### src/rtl/irq_arb_pkg.sv
package irq_arb_pkg;

    parameter int unsigned OFF_W  = 12;
    parameter int unsigned FLAG_W = 2;

    localparam int unsigned FLG_FPEN = 0;
    localparam int unsigned FLG_NEXT = 1;

    localparam logic [OFF_W-1:0] VEC_FPX = OFF_W'(12'h700);
    localparam logic [OFF_W-1:0] VEC_EXT = OFF_W'(12'h500);
    localparam logic [OFF_W-1:0] VEC_DEC = OFF_W'(12'h900);

    typedef enum logic [1:0] {
        CAUSE_NONE = 2'd0,
        CAUSE_FPX  = 2'd1,
        CAUSE_EXT  = 2'd2,
        CAUSE_DEC  = 2'd3
    } cause_e;

    typedef struct packed {
        cause_e              cause;
        logic [OFF_W-1:0]    offset;
        logic [FLAG_W-1:0]   flags;
    } grant_t;

    function automatic grant_t make_grant(cause_e c);
        grant_t g;
        g = '0;
        g.cause = c;
        case (c)
            CAUSE_FPX: begin
                g.offset = VEC_FPX;
                g.flags[FLG_FPEN] = 1'b1;
                g.flags[FLG_NEXT] = 1'b1;
            end
            CAUSE_EXT: g.offset = VEC_EXT;
            CAUSE_DEC: g.offset = VEC_DEC;
            default:   g.offset = '0;
        endcase
        return g;
    endfunction

endpackage

### src/rtl/irq_pend_track.sv
module irq_pend_track (
    input  logic clk,
    input  logic rst,
    input  logic ext_evt_i,
    input  logic ext_lvl_i,
    input  logic dec_pulse_i,
    input  logic dec_take_i,
    input  logic ee_i,
    output logic ext_pend_o,
    output logic dec_pend_o,
    output logic dup_err_o
);

    logic ext_q, dec_q, dup_q;

    always_ff @(posedge clk) begin
        if (rst) begin
            ext_q <= 1'b0;
            dec_q <= 1'b0;
            dup_q <= 1'b0;
        end else begin
            if (ext_evt_i) begin
                ext_q <= ext_lvl_i;
            end
            dup_q <= ext_evt_i & ext_lvl_i & ext_q & ee_i;
            dec_q <= dec_pulse_i | (dec_q & ~dec_take_i);
        end
    end

    assign ext_pend_o = ext_q;
    assign dec_pend_o = dec_q;
    assign dup_err_o  = dup_q;

    AST_EXT_DROP: assert property (@(posedge clk) disable iff (rst)
        (ext_evt_i && !ext_lvl_i) |=> !ext_pend_o);
    AST_EXT_KEEP: assert property (@(posedge clk) disable iff (rst)
        (ext_pend_o && !ext_evt_i) |=> ext_pend_o);
    AST_DEC_ONCE: assert property (@(posedge clk) disable iff (rst)
        (dec_take_i && !dec_pulse_i) |=> !dec_pend_o);
    AST_DEC_REARM: assert property (@(posedge clk) disable iff (rst)
        dec_pulse_i |=> dec_pend_o);
    AST_DUP_QUIET: assert property (@(posedge clk) disable iff (rst)
        (!ext_evt_i || !ee_i) |=> !dup_err_o);

endmodule

### src/rtl/irq_prio_sel.sv
module irq_prio_sel
    import irq_arb_pkg::*;
(
    input  logic   fe0_i,
    input  logic   fe1_i,
    input  logic   fp_sum_i,
    input  logic   ee_i,
    input  logic   ext_pend_i,
    input  logic   dec_pend_i,
    output logic   any_o,
    output grant_t grant_o
);

    logic fpx_ok, ext_ok, dec_ok;

    always_comb begin
        fpx_ok = (fe0_i | fe1_i) & fp_sum_i;
        ext_ok = ee_i & ext_pend_i;
        dec_ok = ee_i & dec_pend_i;
        any_o  = fpx_ok | ext_ok | dec_ok;
        if (fpx_ok) begin
            grant_o = make_grant(CAUSE_FPX);
        end else if (ext_ok) begin
            grant_o = make_grant(CAUSE_EXT);
        end else if (dec_ok) begin
            grant_o = make_grant(CAUSE_DEC);
        end else begin
            grant_o = make_grant(CAUSE_NONE);
        end
    end

endmodule

### src/rtl/irq_issue.sv
module irq_issue
    import irq_arb_pkg::*;
(
    input  logic   clk,
    input  logic   rst,
    input  logic   boundary_i,
    input  logic   ack_i,
    input  logic   any_i,
    input  grant_t grant_i,
    output logic   fire_o,
    output logic   req_o,
    output grant_t grant_o
);

    logic   req_q;
    grant_t g_q;

    assign fire_o = boundary_i & ~req_q & any_i;

    always_ff @(posedge clk) begin
        if (rst) begin
            req_q <= 1'b0;
            g_q   <= '0;
        end else if (fire_o) begin
            req_q <= 1'b1;
            g_q   <= grant_i;
        end else if (req_q && ack_i) begin
            req_q <= 1'b0;
            g_q   <= '0;
        end
    end

    assign req_o   = req_q;
    assign grant_o = g_q;

    AST_HOLD_GRANT: assert property (@(posedge clk) disable iff (rst)
        (req_o && !ack_i) |=> (req_o && $stable(grant_o)));
    AST_ON_BOUNDARY: assert property (@(posedge clk) disable iff (rst)
        $rose(req_o) |-> $past(boundary_i));
    AST_ACK_CLEARS: assert property (@(posedge clk) disable iff (rst)
        (req_o && ack_i) |=> !req_o);
    AST_IDLE_ZERO: assert property (@(posedge clk) disable iff (rst)
        !req_o |-> (grant_o.cause == CAUSE_NONE && grant_o.offset == '0
                    && grant_o.flags == '0));

endmodule

### src/rtl/irq_arb_top.sv
module irq_arb_top
    import irq_arb_pkg::*;
(
    input  logic              clk,
    input  logic              rst,
    input  logic              ext_evt_i,
    input  logic              ext_lvl_i,
    input  logic              dec_pulse_i,
    input  logic              ee_i,
    input  logic              fe0_i,
    input  logic              fe1_i,
    input  logic              fp_sum_i,
    input  logic              boundary_i,
    input  logic              ack_i,
    output logic              req_o,
    output logic [1:0]        cause_o,
    output logic [OFF_W-1:0]  offset_o,
    output logic [FLAG_W-1:0] flags_o,
    output logic              dup_err_o
);

    logic   ext_pend, dec_pend, any_ok, fire, dec_take;
    grant_t sel_g, out_g;

    irq_pend_track u_pend (
        .clk         (clk),
        .rst         (rst),
        .ext_evt_i   (ext_evt_i),
        .ext_lvl_i   (ext_lvl_i),
        .dec_pulse_i (dec_pulse_i),
        .dec_take_i  (dec_take),
        .ee_i        (ee_i),
        .ext_pend_o  (ext_pend),
        .dec_pend_o  (dec_pend),
        .dup_err_o   (dup_err_o)
    );

    irq_prio_sel u_sel (
        .fe0_i      (fe0_i),
        .fe1_i      (fe1_i),
        .fp_sum_i   (fp_sum_i),
        .ee_i       (ee_i),
        .ext_pend_i (ext_pend),
        .dec_pend_i (dec_pend),
        .any_o      (any_ok),
        .grant_o    (sel_g)
    );

    irq_issue u_issue (
        .clk        (clk),
        .rst        (rst),
        .boundary_i (boundary_i),
        .ack_i      (ack_i),
        .any_i      (any_ok),
        .grant_i    (sel_g),
        .fire_o     (fire),
        .req_o      (req_o),
        .grant_o    (out_g)
    );

    assign dec_take = fire & (sel_g.cause == CAUSE_DEC);

    assign cause_o  = out_g.cause;
    assign offset_o = out_g.offset;
    assign flags_o  = out_g.flags;

    AST_FP_FIRST: assert property (@(posedge clk) disable iff (rst)
        ($rose(req_o) && $past((fe0_i || fe1_i) && fp_sum_i))
        |-> cause_o == CAUSE_FPX);
    AST_EXT_OVER_DEC: assert property (@(posedge clk) disable iff (rst)
        ($rose(req_o) && $past(ee_i && ext_pend && !fp_sum_i))
        |-> cause_o == CAUSE_EXT);
    AST_MASKED: assert property (@(posedge clk) disable iff (rst)
        ($rose(req_o) && $past(!ee_i)) |-> cause_o == CAUSE_FPX);

endmodule

### config.mk
export PLATFORM = sky130hd
export DESIGN_NAME = irq_arb_top
export DESIGN_NICKNAME = d
export VERILOG_FILES = /design/src/rtl/irq_arb_pkg.sv /design/src/rtl/irq_pend_track.sv /design/src/rtl/irq_prio_sel.sv /design/src/rtl/irq_issue.sv /design/src/rtl/irq_arb_top.sv
export SDC_FILE = /design/constraint.sdc
export NUM_CORES = 1
export LEC_CHECK = 0
export CORE_MARGIN = 1
export CORE_UTILIZATION = 41
export DETAILED_ROUTE_END_ITERATION = 8
export PLACE_DENSITY = 0.74
export SYNTH_ARGS = -nofsm -noshare
export SYNTH_HDL_FRONTEND = slang
export SYNTH_HIERARCHICAL = 1
export SYNTH_SLANG_ARGS = --single-unit
export TNS_END_PERCENT = 30
### constraint.sdc
create_clock -name clk -period 1.6 [get_ports clk]
set_input_delay 0.48 -clock clk [delete_from_list [all_inputs] [get_ports clk]]
set_output_delay 0.48 -clock clk [all_outputs]
set_load 0.1 [all_outputs]
==> out/metrics.cfg, run 1 <==
[critical_path]
rrSetupSlack_ns = 0.29
crit_fanout = 3
timing.rr.start = u_pend/ext_pend_o
crit_family = simple AND/OR/NAND/NOR gates
critPathSlowestCell = clkdlybuf4s50_1
path_class = input port to flip-flop
max_stage_delay_ns = 0.44
reg2reg_depth = 7
cp_num_cells = 8
cp_num_buf_inv = 2
path_cells = clkdlybuf4s50_1 > o21ai_1 > nand2_1 > nand3b_4 > inv_1 > and3_1 > nand2b_1 > a21oi_1
cp-end-kind = flip-flop
arrival_ns = 1.73
crit_required_ns = 1.83
startpoint_type = input port
r2r_end = u_pend/dec_pend_o

[clock_tree]
cts.htree.levels = 1
cts_buffers = 3
clk_path_buf_depth = 2
numClockSinks = 20
clock_latency_ns = 0.30
cts_root_buffer = clkbuf_4
cts_tree = yes
path_clk_slew_ns = 0.10
post_cts_buffers = 0

[finish]
drive_gt1_share_pct = 26.9
design_area_um2 = 1470
layout.cells.non_filler = 172
antenna_cells = 0
multi_input_area_um2 = 427
nets = 157
utilization_pct = 71.4
seqCellArea_um2 = 404
fillers = 142
areaGrowthSynthToFinish_pct = 56.5

[synth]
synth.largest_area_cell = dfxtp_1
synth-warning-count = 6
yosys-top-cells-area = dfxtp_1 (43%), nand2b_1 (12%), buf_4 (9.6%), nand3_1 (8.5%), o21ai_1 (5.3%)
ys_seq_area_share_pct = 42.6
ys_ff_latch = 20
syn_avg_cell_area_um2 = 8.63
synthDistinctLibCells = 21
syn-instance-count = 109
synth_top_area_share_pct = 42.6
syn-cell-area_um2 = 941

[floorplan]
core_area_um2 = 2060
initial_core_util_pct = 45.6
fp.dieW_um = 49.9
fp-row-count = 16
die_area_um2 = 2490
fp.dieH_um = 49.9
io_pins = 29

[drt]
routed_wl_um = 1850
ant_nets = 0
drt-wirelength-per-cell_um = 10.8
vias_per_cell = 4.67
route.detailed.drc = 0
drtIter0Drc = 5
drt_first_pass_iters = 4
vias = 803

[timing]
hold_viol_final = 0
final.setup_skew_ns = 0.0174
fmax_ghz = 0.664
fin_crit_sh_pct = 94.1
rsz0062_at_grt = no
min_period_ns = 1.51
setup_viol = 0
slew_violations = 0

[worst_hold_path]
whs_endpoint = u_issue/grant_o[0]
min-delay-start = u_issue/grant_o[0]
holdPathStages = 2
hold_class = flip-flop to flip-flop

[placed_design]
hpwlAfterDp_um = 1480
dpl_cell_area_um2 = 1450
port_buffers = 28
gp_routability_congestion = 0.738
place_inst = 168

[pwr]
vdd_drop_max_uv = 512
totalPowerFinal_mw = 1.22
p_per_area_nw_per_um2 = 828
leakage_nw = 0.611

[outcome]
status = finished clean

[grt]
antenna_found_initial = 0
overflow = 0
grt_max_degree = 18
grt_pass1_vias = 806
grt_usage_pct = 17.4
grt_pass1_wl_um = 3340

[flow_run]
maxCapViolations = 0

[worst reg2reg max path, delay by kind of cell, from the launching register on]
family                 cells  cell delay, ns
and+or+nand+nor            4            0.51
DFF                        1            0.36
AOI/OAI and AO/OA          2            0.32
buffers and inverters      1            0.04
[through the flow]
stage	hold slack [ns]	setup WS, ns	TNS (ns)
after floorplan	0.453	0.0285	0
after global placement	0.476	-0.151	-2.28
after detailed placement	0.485	-0.226	-3.53
after CTS	0.500	0.0714	0
after global routing	0.531	0.0218	0
final	0.495	0.0946	0
[routing by layer]
layer	track usage, %	part of all wire [%]	routed length, µm
met3	2.47	2.5	47
met4	7.62	1.0	19
met5	0	0	0
met2	32.4	55	1020
met1	19.2	41	761
[area by class of cell]
type | instances | share of cell area (%)
clock buffer | 4 | 1.78
inverter | 3 | 0.765
multi-input combinational | 77 | 29.0
sequential | 20 | 27.4
tap | 27 | 2.29
timing repair buffer | 41 | 38.7
[cells in the final DEF (no fill, tap or decap)]
cell type | synthesis | routed
inv_1 | 2 | 2
o21ai_1 | 10 | 11
a21oi_4 | 1 | 1
nand4_1 | 1 | 1
nor2_1 | 4 | 4
nand2_1 | 5 | 5
buf_4 | 12 | 12
a21oi_1 | 2 | 2
clkbuf_1 | 0 | 1
inv_2 | 1 | 1
buf_12 | 0 | 19
dfxtp_4 | 0 | 1
clkdlybuf4s50_1 | 0 | 10
mux2i_1 | 1 | 1
conb_1 | 1 | 8
o21ai_0 | 7 | 6
nand3_1 | 16 | 16
nand3b_4 | 1 | 1
and3_1 | 1 | 1
nand3b_1 | 1 | 1
o21ai_2 | 1 | 1
nand2b_1 | 18 | 18
dfxtp_1 | 20 | 19
clkbuf_4 | 0 | 3
[sequential cells by signal (all words and copies together), names as in the netlist]
| register | count |
|---|---|
| u_pend/ext_pend_o | 1 |
| u_pend/dup_err_o | 1 |
| u_issue/grant_o | 16 |
| u_issue/req_o | 1 |
| u_pend/dec_pend_o | 1 |
[logic make-up (layout without fill, tap and decap cells)]
| kind of cell | after synthesis | count (layout) | synth area share (%) |
|---|---|---|---|
| and+or+nand+nor | 47 | 47 | 28.3 |
| AOI/OAI and AO/OA | 21 | 21 | 12.8 |
| DFF | 20 | 20 | 42.6 |
| buffers and inverters | 19 | 48 | 14.9 |
| other | 1 | 8 | 0.399 |
| muxes | 1 | 1 | 1.06 |
[cell usage after synthesis]
master / n
o21ai_2: 1
a21oi_1: 2
nand3b_4: 1
nor2_1: 4
nand4_1: 1
a21oi_4: 1
o21ai_0: 7
nand2b_1: 18
nand3b_1: 1
nand2_1: 5
conb_1: 1
dfxtp_1: 20
nand3_1: 16
inv_2: 1
and3_1: 1
mux2i_1: 1
buf_4: 12
inv_1: 2
buf_2: 1
buf_6: 3
o21ai_1: 10
[worst max-delay path by stage]
stage | start | endpoint | slack [ns]
2_1_floorplan | fe1_i | u_pend/dec_pend_o | 0.03
3_3_place_gp | fe1_i | u_pend/dec_pend_o | -0.15
3_5_place_dp | ee_i | u_pend/dec_pend_o | -0.23
4_1_cts | ee_i | u_pend/dec_pend_o | 0.07
5_1_grt | ee_i | u_pend/dec_pend_o | 0.02
6_report | ee_i | u_pend/dec_pend_o | 0.09
[power by group]
part | internal [mW] | leakage, nW | switching [mW]
registers | 0.524 | 0.164 | 0.0288
clock network | 0.0970 | 0.0150 | 0.150
logic | 0.169 | 0.432 | 0.250
[what timing repair did]
item | 4_1_cts | 5_1_grt
gates resized for setup | 0 | 1
endpoints found under the setup margin | 0 | 1
hold buffers | 0 | 0
Power figures use the tool's default switching activity.
==> run 2: changes to the inputs <==
--- a/config.mk
+++ b/config.mk
@@ -5,6 +5,7 @@
 export SDC_FILE = /design/constraint.sdc
 export NUM_CORES = 1
 export LEC_CHECK = 0
+export CAP_MARGIN = 20
 export CORE_MARGIN = 1
 export CORE_UTILIZATION = 41
 export DETAILED_ROUTE_END_ITERATION = 8
==> constraint.sdc (replaced) <==
create_clock -name clk -period 1.6 [get_ports clk]
set_input_delay 0.16 -clock clk [delete_from_list [all_inputs] [get_ports clk]]
set_output_delay 0.16 -clock clk [all_outputs]
set_load 0.1 [all_outputs]
==> run 2 against run 1 <==
Worst setup slack improved by 0.12 ns. Critical endpoint is now u_issue/grant_o[11]. Final cell count decreased by 4.7%. Via count increased by 0.12%. Fmax increased by 9.1%. Highest routed layer unchanged. Die area unchanged. Clock-buffer cell count unchanged. First-iteration DRC count increased to 2.6 times the previous value.
==> out/metrics.cfg, run 2 (synthesis gave the netlist of run 1 again) <==
[drt]
vias = 804  ; +0.12%
vias_per_cell = 4.90  ; +5.0%
route.detailed.drc = 0  ; unchanged
drtIter0Drc = 13  ; +8
drt-wirelength-per-cell_um = 12.5  ; +16%
ant_nets = 0  ; unchanged
routed_wl_um = 2060  ; +11%
drt_first_pass_iters = 4  ; unchanged

[floorplan]
fp-row-count = 16  ; unchanged
io_pins = 29  ; unchanged
fp.dieH_um = 49.9  ; unchanged
fp.dieW_um = 49.9  ; unchanged
initial_core_util_pct = 45.6  ; unchanged
die_area_um2 = 2490  ; unchanged
core_area_um2 = 2060  ; unchanged

[timing]
fmax_ghz = 0.724  ; +9.1%
min_period_ns = 1.38  ; -0.125 ns
setup_viol = 0  ; unchanged
hold_viol_final = 0  ; unchanged
setup_ws_ns = 0.220  ; +0.125 ns
slew_violations = 0  ; unchanged
rsz0062_at_grt = no
whs_ns = 0.399  ; -0.0961 ns
final.setup_skew_ns = 0.00209  ; -0.0154 ns
fin_tns_setup_ns = 0  ; unchanged
fin_crit_sh_pct = 86.3  ; -7.8 points

[finish]
fillers = 173  ; +22%
largest_register_ffs = 16  ; unchanged
antenna_cells = 0  ; unchanged
utilization_pct = 68.4  ; -3.0 points
multi_input_area_um2 = 427  ; unchanged
areaGrowthSynthToFinish_pct = 49.9
final_cell_mix = dfxtp_1 (19), buf_12 (18), nand2b_1 (18)
final_common_cell = dfxtp_1
seqCellArea_um2 = 404  ; unchanged
drive_gt1_share_pct = 23.4  ; -3.5 points
nets = 149  ; -5.1%

[critical_path]
r2r_end = u_issue/grant_o[11]
rrSetupSlack_ns = 0.22  ; -0.07 ns
timing.rr.start = u_pend/ext_pend_o
path_class = flip-flop to flip-flop
cp-end-kind = flip-flop
reg2reg_depth = 6  ; -1
crit_required_ns = 1.81  ; -0.02 ns
arrival_ns = 1.59  ; -0.14 ns
crit_fanout = 25  ; +22
startpoint_type = flip-flop

[pwr]
vdd_drop_max_uv = 810  ; +58%
leakage_nw = 0.574  ; -6.0%
p_per_area_nw_per_um2 = 874  ; +5.5%

[clock_tree]
clk_path_buf_depth = 2  ; unchanged
cts_root_buffer = clkbuf_4
cts.htree.levels = 1  ; unchanged
cts_buffers = 3  ; unchanged
cts_tree = yes
numClockSinks = 20  ; unchanged
ctsHoldBuffers = 0  ; unchanged
path_clk_slew_ns = 0.10  ; about the same
clock_latency_ns = 0.29  ; about the same

[placed_design]
hpwlAfterDp_um = 1530  ; +3.1%
dpl_worst_slack_ns = 0.0451  ; +0.271 ns
port_buffers = 28  ; unchanged
gp_routability_congestion = 0.764  ; +3.5%

[worst_hold_path]
hold_class = input port to flip-flop
holdPathStages = 3  ; +1
whs_endpoint = u_pend/dec_pend_o
min-delay-start = dec_pulse_i

[grt]
antenna_found_initial = 0  ; unchanged
overflow = 0  ; unchanged
grt_usage_pct = 18.7  ; +1.3 points
grt_pass1_wl_um = 3450  ; +3.3%
grt_pass1_vias = 761  ; -5.6%
grt_max_degree = 26  ; +8

[outcome]
status = finished clean

[flow_run]
maxCapViolations = 0  ; unchanged

==> run 2: power by group <==
group	switching [mW]	internal [mW]
logic	0.249	0.150
registers	0.0300	0.524
clock network	0.141	0.139
==> run 2: cell type report <==
type	instances	area share [%]
Timing Repair Buffer	33	35.3
Clock buffer	4	2.57
Sequential cell	20	28.7
Multi-Input combinational cell	77	30.3
Inverter	3	0.799
Tap cell	27	2.40
==> run 2: timing repair <==
| item | CTS | global route |
|---|---|---|
| buffers inserted | 0 | 0 |
| resized for setup | 0 | 1 |
| setup endpoints to repair | 0 | 2 |
==> run 2: critical path, cell delays in order, from the launching register on <==
cell and delay [ns]:
dfxtp_1 0.35, o21ai_1 0.21, nand2_1 0.13, nand3b_4 0.10
buf_4 0.26, nand3_1 0.12, o21ai_0 0.12
==> run 2: metal layers <==
layer,global-route usage [%],share of wire [%],vias up
met1,19.3,37,383
met5,0,0,-
met3,4.63,2.5,2
met2,36.0,59,15
li1,-,-,404
met4,5.71,0.92,0
==> run 2: worst max-delay path by stage <==
stage	endpoint	slack, ns	startpoint	depth (start not counted)
after floorplan	u_pend/dec_pend_o	0.14	u_pend/ext_pend_o	8
after global placement	u_pend/dec_pend_o	0.10	fe1_i	8
after detailed placement	u_issue/grant_o[1]	0.05	ee_i	7
after CTS	u_issue/grant_o[11]	0.09	u_pend/ext_pend_o	6
after global routing	u_issue/grant_o[11]	0.11	u_pend/ext_pend_o	6
final	u_issue/grant_o[11]	0.22	u_pend/ext_pend_o	6
==> run 2: stage by stage <==
step	cell area (µm²)	power [mW]	instances
final	1410	1.23	164
after global routing	1410	1.29	164
after CTS	1410	1.24	164
after detailed placement	1370	0.962	160
after global placement	1370	0.954	160
after floorplan	971	0.828	116
==> run 3: changes to the inputs <==
--- a/config.mk
+++ b/config.mk
@@ -5,10 +5,10 @@
 export SDC_FILE = /design/constraint.sdc
 export NUM_CORES = 1
 export LEC_CHECK = 0
-export CAP_MARGIN = 20
 export CORE_MARGIN = 1
 export CORE_UTILIZATION = 41
 export DETAILED_ROUTE_END_ITERATION = 8
+export GPL_TIMING_DRIVEN = 0
 export PLACE_DENSITY = 0.74
 export SYNTH_ARGS = -nofsm -noshare
 export SYNTH_HDL_FRONTEND = slang
==> run 3 against run 2 <==
First-iteration DRC count fell by 77%. Non-clock buffer count rose by 11. Clock-buffer cell count did not move. Utilization fell by 3.6 points.
==> out/metrics.cfg, run 3 (synthesis gave the netlist of run 1 again) <==
[clock_tree]
cts.htree.levels = 1  ; unchanged
ctsHoldBuffers = 0  ; unchanged
cts_buffers = 3  ; unchanged
clock_latency_ns = 0.30  ; about the same
post_cts_buffers = 0  ; unchanged
path_clk_slew_ns = 0.10  ; about the same
numClockSinks = 20  ; unchanged
cts_tree = yes
cts_root_buffer = clkbuf_4
clk_path_buf_depth = 2  ; unchanged

[critical_path]
max_stage_delay_ns = 0.42  ; +0.07 ns
cp_num_cells = 9  ; +3
crit_required_ns = 1.82  ; about the same
path_cells = clkdlybuf4s50_1 > o21ai_2 > nand2_1 > nand3b_4 > buf_6 > inv_1 > and3_1 > nand2b_1 > a21oi_1
rrSetupSlack_ns = 0.12  ; -0.10 ns
critPathCapture = u_pend/dec_pend_o
reg2reg_depth = 8  ; +2
arrival_ns = 1.73  ; +0.14 ns
crit_family = buffers and inverters
path_class = input port to flip-flop
crit_start = fe1_i
timing.rr.start = u_pend/ext_pend_o
crit_fanout = 10  ; -60%
cp_num_buf_inv = 3  ; +2
r2r_end = u_pend/dec_pend_o
startpoint_type = input port
critPathSlowestCell = clkdlybuf4s50_1
cp-end-kind = flip-flop

[drt]
drtIter0Drc = 3  ; -10
vias_per_cell = 4.62  ; -5.7%
drt-wirelength-per-cell_um = 10.5  ; -16%
route.detailed.drc = 0  ; unchanged
vias = 809  ; +0.62%
ant_nets = 0  ; unchanged
drt_first_pass_iters = 4  ; unchanged
routed_wl_um = 1840  ; -10%

[grt]
grt_pass1_wl_um = 3160  ; -8.4%
grt_max_degree = 13  ; -50%
overflow = 0  ; unchanged
grt_pass1_vias = 757  ; -0.53%
antenna_found_initial = 0  ; unchanged
grt_usage_pct = 16.7  ; -2.0 points

[finish]
layout.cells.non_filler = 175  ; +6.7%
fillers = 189  ; +9.2%
largest_register_ffs = 16  ; unchanged
nets = 160  ; +7.4%
drive_gt1_share_pct = 29.1  ; +5.7 points
multi_input_area_um2 = 430  ; +0.88%
areaGrowthSynthToFinish_pct = 41.9
final_cell_mix = dfxtp_1 (19), nand2b_1 (18), clkdlybuf4s15_2 (17)
antenna_cells = 0  ; unchanged
seqCellArea_um2 = 404  ; unchanged
final_common_cell = dfxtp_1

[placed_design]
dpl_worst_slack_ns = -0.251  ; -0.296 ns
hpwlAfterDp_um = 1390  ; -8.8%
port_buffers = 28  ; unchanged
gp_routability_congestion = 0.702  ; -8.1%
place_inst = 171  ; +6.9%

[timing]
final.setup_skew_ns = 0.00626  ; +0.00416 ns
setup_ws_ns = 0.0953  ; -0.124 ns
min_period_ns = 1.50  ; +0.124 ns
hold_viol_final = 0  ; unchanged
relSlewSlack_pct = 63.2
fin_crit_sh_pct = 94.0  ; +7.8 points
rsz0062_at_grt = no
tightest_slew_ns = 0.555
whs_ns = 0.397  ; -0.00147 ns
setup_viol = 0  ; unchanged
slew_violations = 0  ; unchanged
fmax_ghz = 0.665  ; -8.3%

[floorplan]
core_area_um2 = 2060  ; unchanged
fp.dieH_um = 49.9  ; unchanged
initial_core_util_pct = 45.6  ; unchanged
fp-row-count = 16  ; unchanged
fp.dieW_um = 49.9  ; unchanged
io_pins = 29  ; unchanged
die_area_um2 = 2490  ; unchanged

[outcome]
status = finished clean

[flow_run]
maxCapViolations = 0  ; unchanged

[pwr]
leakage_nw = 0.553  ; -3.7%
p_per_area_nw_per_um2 = 862  ; -1.4%
vdd_drop_max_uv = 517  ; -36%
totalPowerFinal_mw = 1.15  ; -6.6%

[worst_hold_path]
hold_class = input port to flip-flop

-- run 3: how the worst min path moves through the flow --
stage	startpoint	to	slack, ns	cells after the start
after floorplan	rst	u_pend/dec_pend_o	0.23	1
after global placement	u_issue/grant_o[0]	u_issue/grant_o[0]	0.45	2
after detailed placement	u_issue/grant_o[0]	u_issue/grant_o[0]	0.46	2
after CTS	dec_pulse_i	u_pend/dec_pend_o	0.39	3
after global routing	dec_pulse_i	u_pend/dec_pend_o	0.40	3
final	dec_pulse_i	u_pend/dec_pend_o	0.40	3
-- run 3: worst register-to-register path, delay by kind of cell, from the launching register on --
family	cells	cell delay, ns
and+or+nand+nor	4	0.56
DFF	1	0.36
buffers and inverters	2	0.20
AOI/OAI and AO/OA	2	0.30
-- run 3: per-stage QoR --
stage	util (%)	setup TNS [ns]	cell area, µm²
floorplan	-	0	971
global placement	62.3	-0.311	1280
detailed placement	62.3	-0.355	1280
CTS	64.6	-0.0420	1330
global route	64.7	0	1340
finish	64.7	0	1340
-- run 3: cell type report --
| cell class | instances | share of cell area [%] |
|---|---|---|
| buffer | 16 | 9.93 |
| clock buffer | 4 | 1.97 |
| inverter | 3 | 0.843 |
| multi-input combinational | 77 | 32.2 |
| sequential | 20 | 30.3 |
| tap | 27 | 2.53 |
| timing repair buffer | 28 | 22.2 |
-- run 3: routing by layer --
layer | vias up | part of all wire (%) | routed length [µm] | track usage, %
met5 | - | 0 | 0 | 0
met4 | 0 | 2.0 | 36 | 10.0
met3 | 4 | 3.0 | 55 | 1.85
met2 | 19 | 52 | 955 | 30.4
met1 | 365 | 43 | 797 | 18.2
li1 | 421 | - | - | -
-- run 3: repair_timing --
item                                    4_1_cts  5_1_grt
cloned                                        0        0
endpoints found under the hold margin         0        0
endpoints found under the setup margin       19        2
resized for setup                            54        3
pin swaps                                     0        0
-- run 3: where the power goes --
part / switching (mW) / total (mW) / leakage (nW) / internal [mW]
registers: 0.0161 / 0.540 / 0.164 / 0.524
clock network: 0.145 / 0.242 / 0.0150 / 0.0970
logic: 0.253 / 0.369 / 0.374 / 0.116
total: 0.414 / 1.15 / 0.553 / 0.737
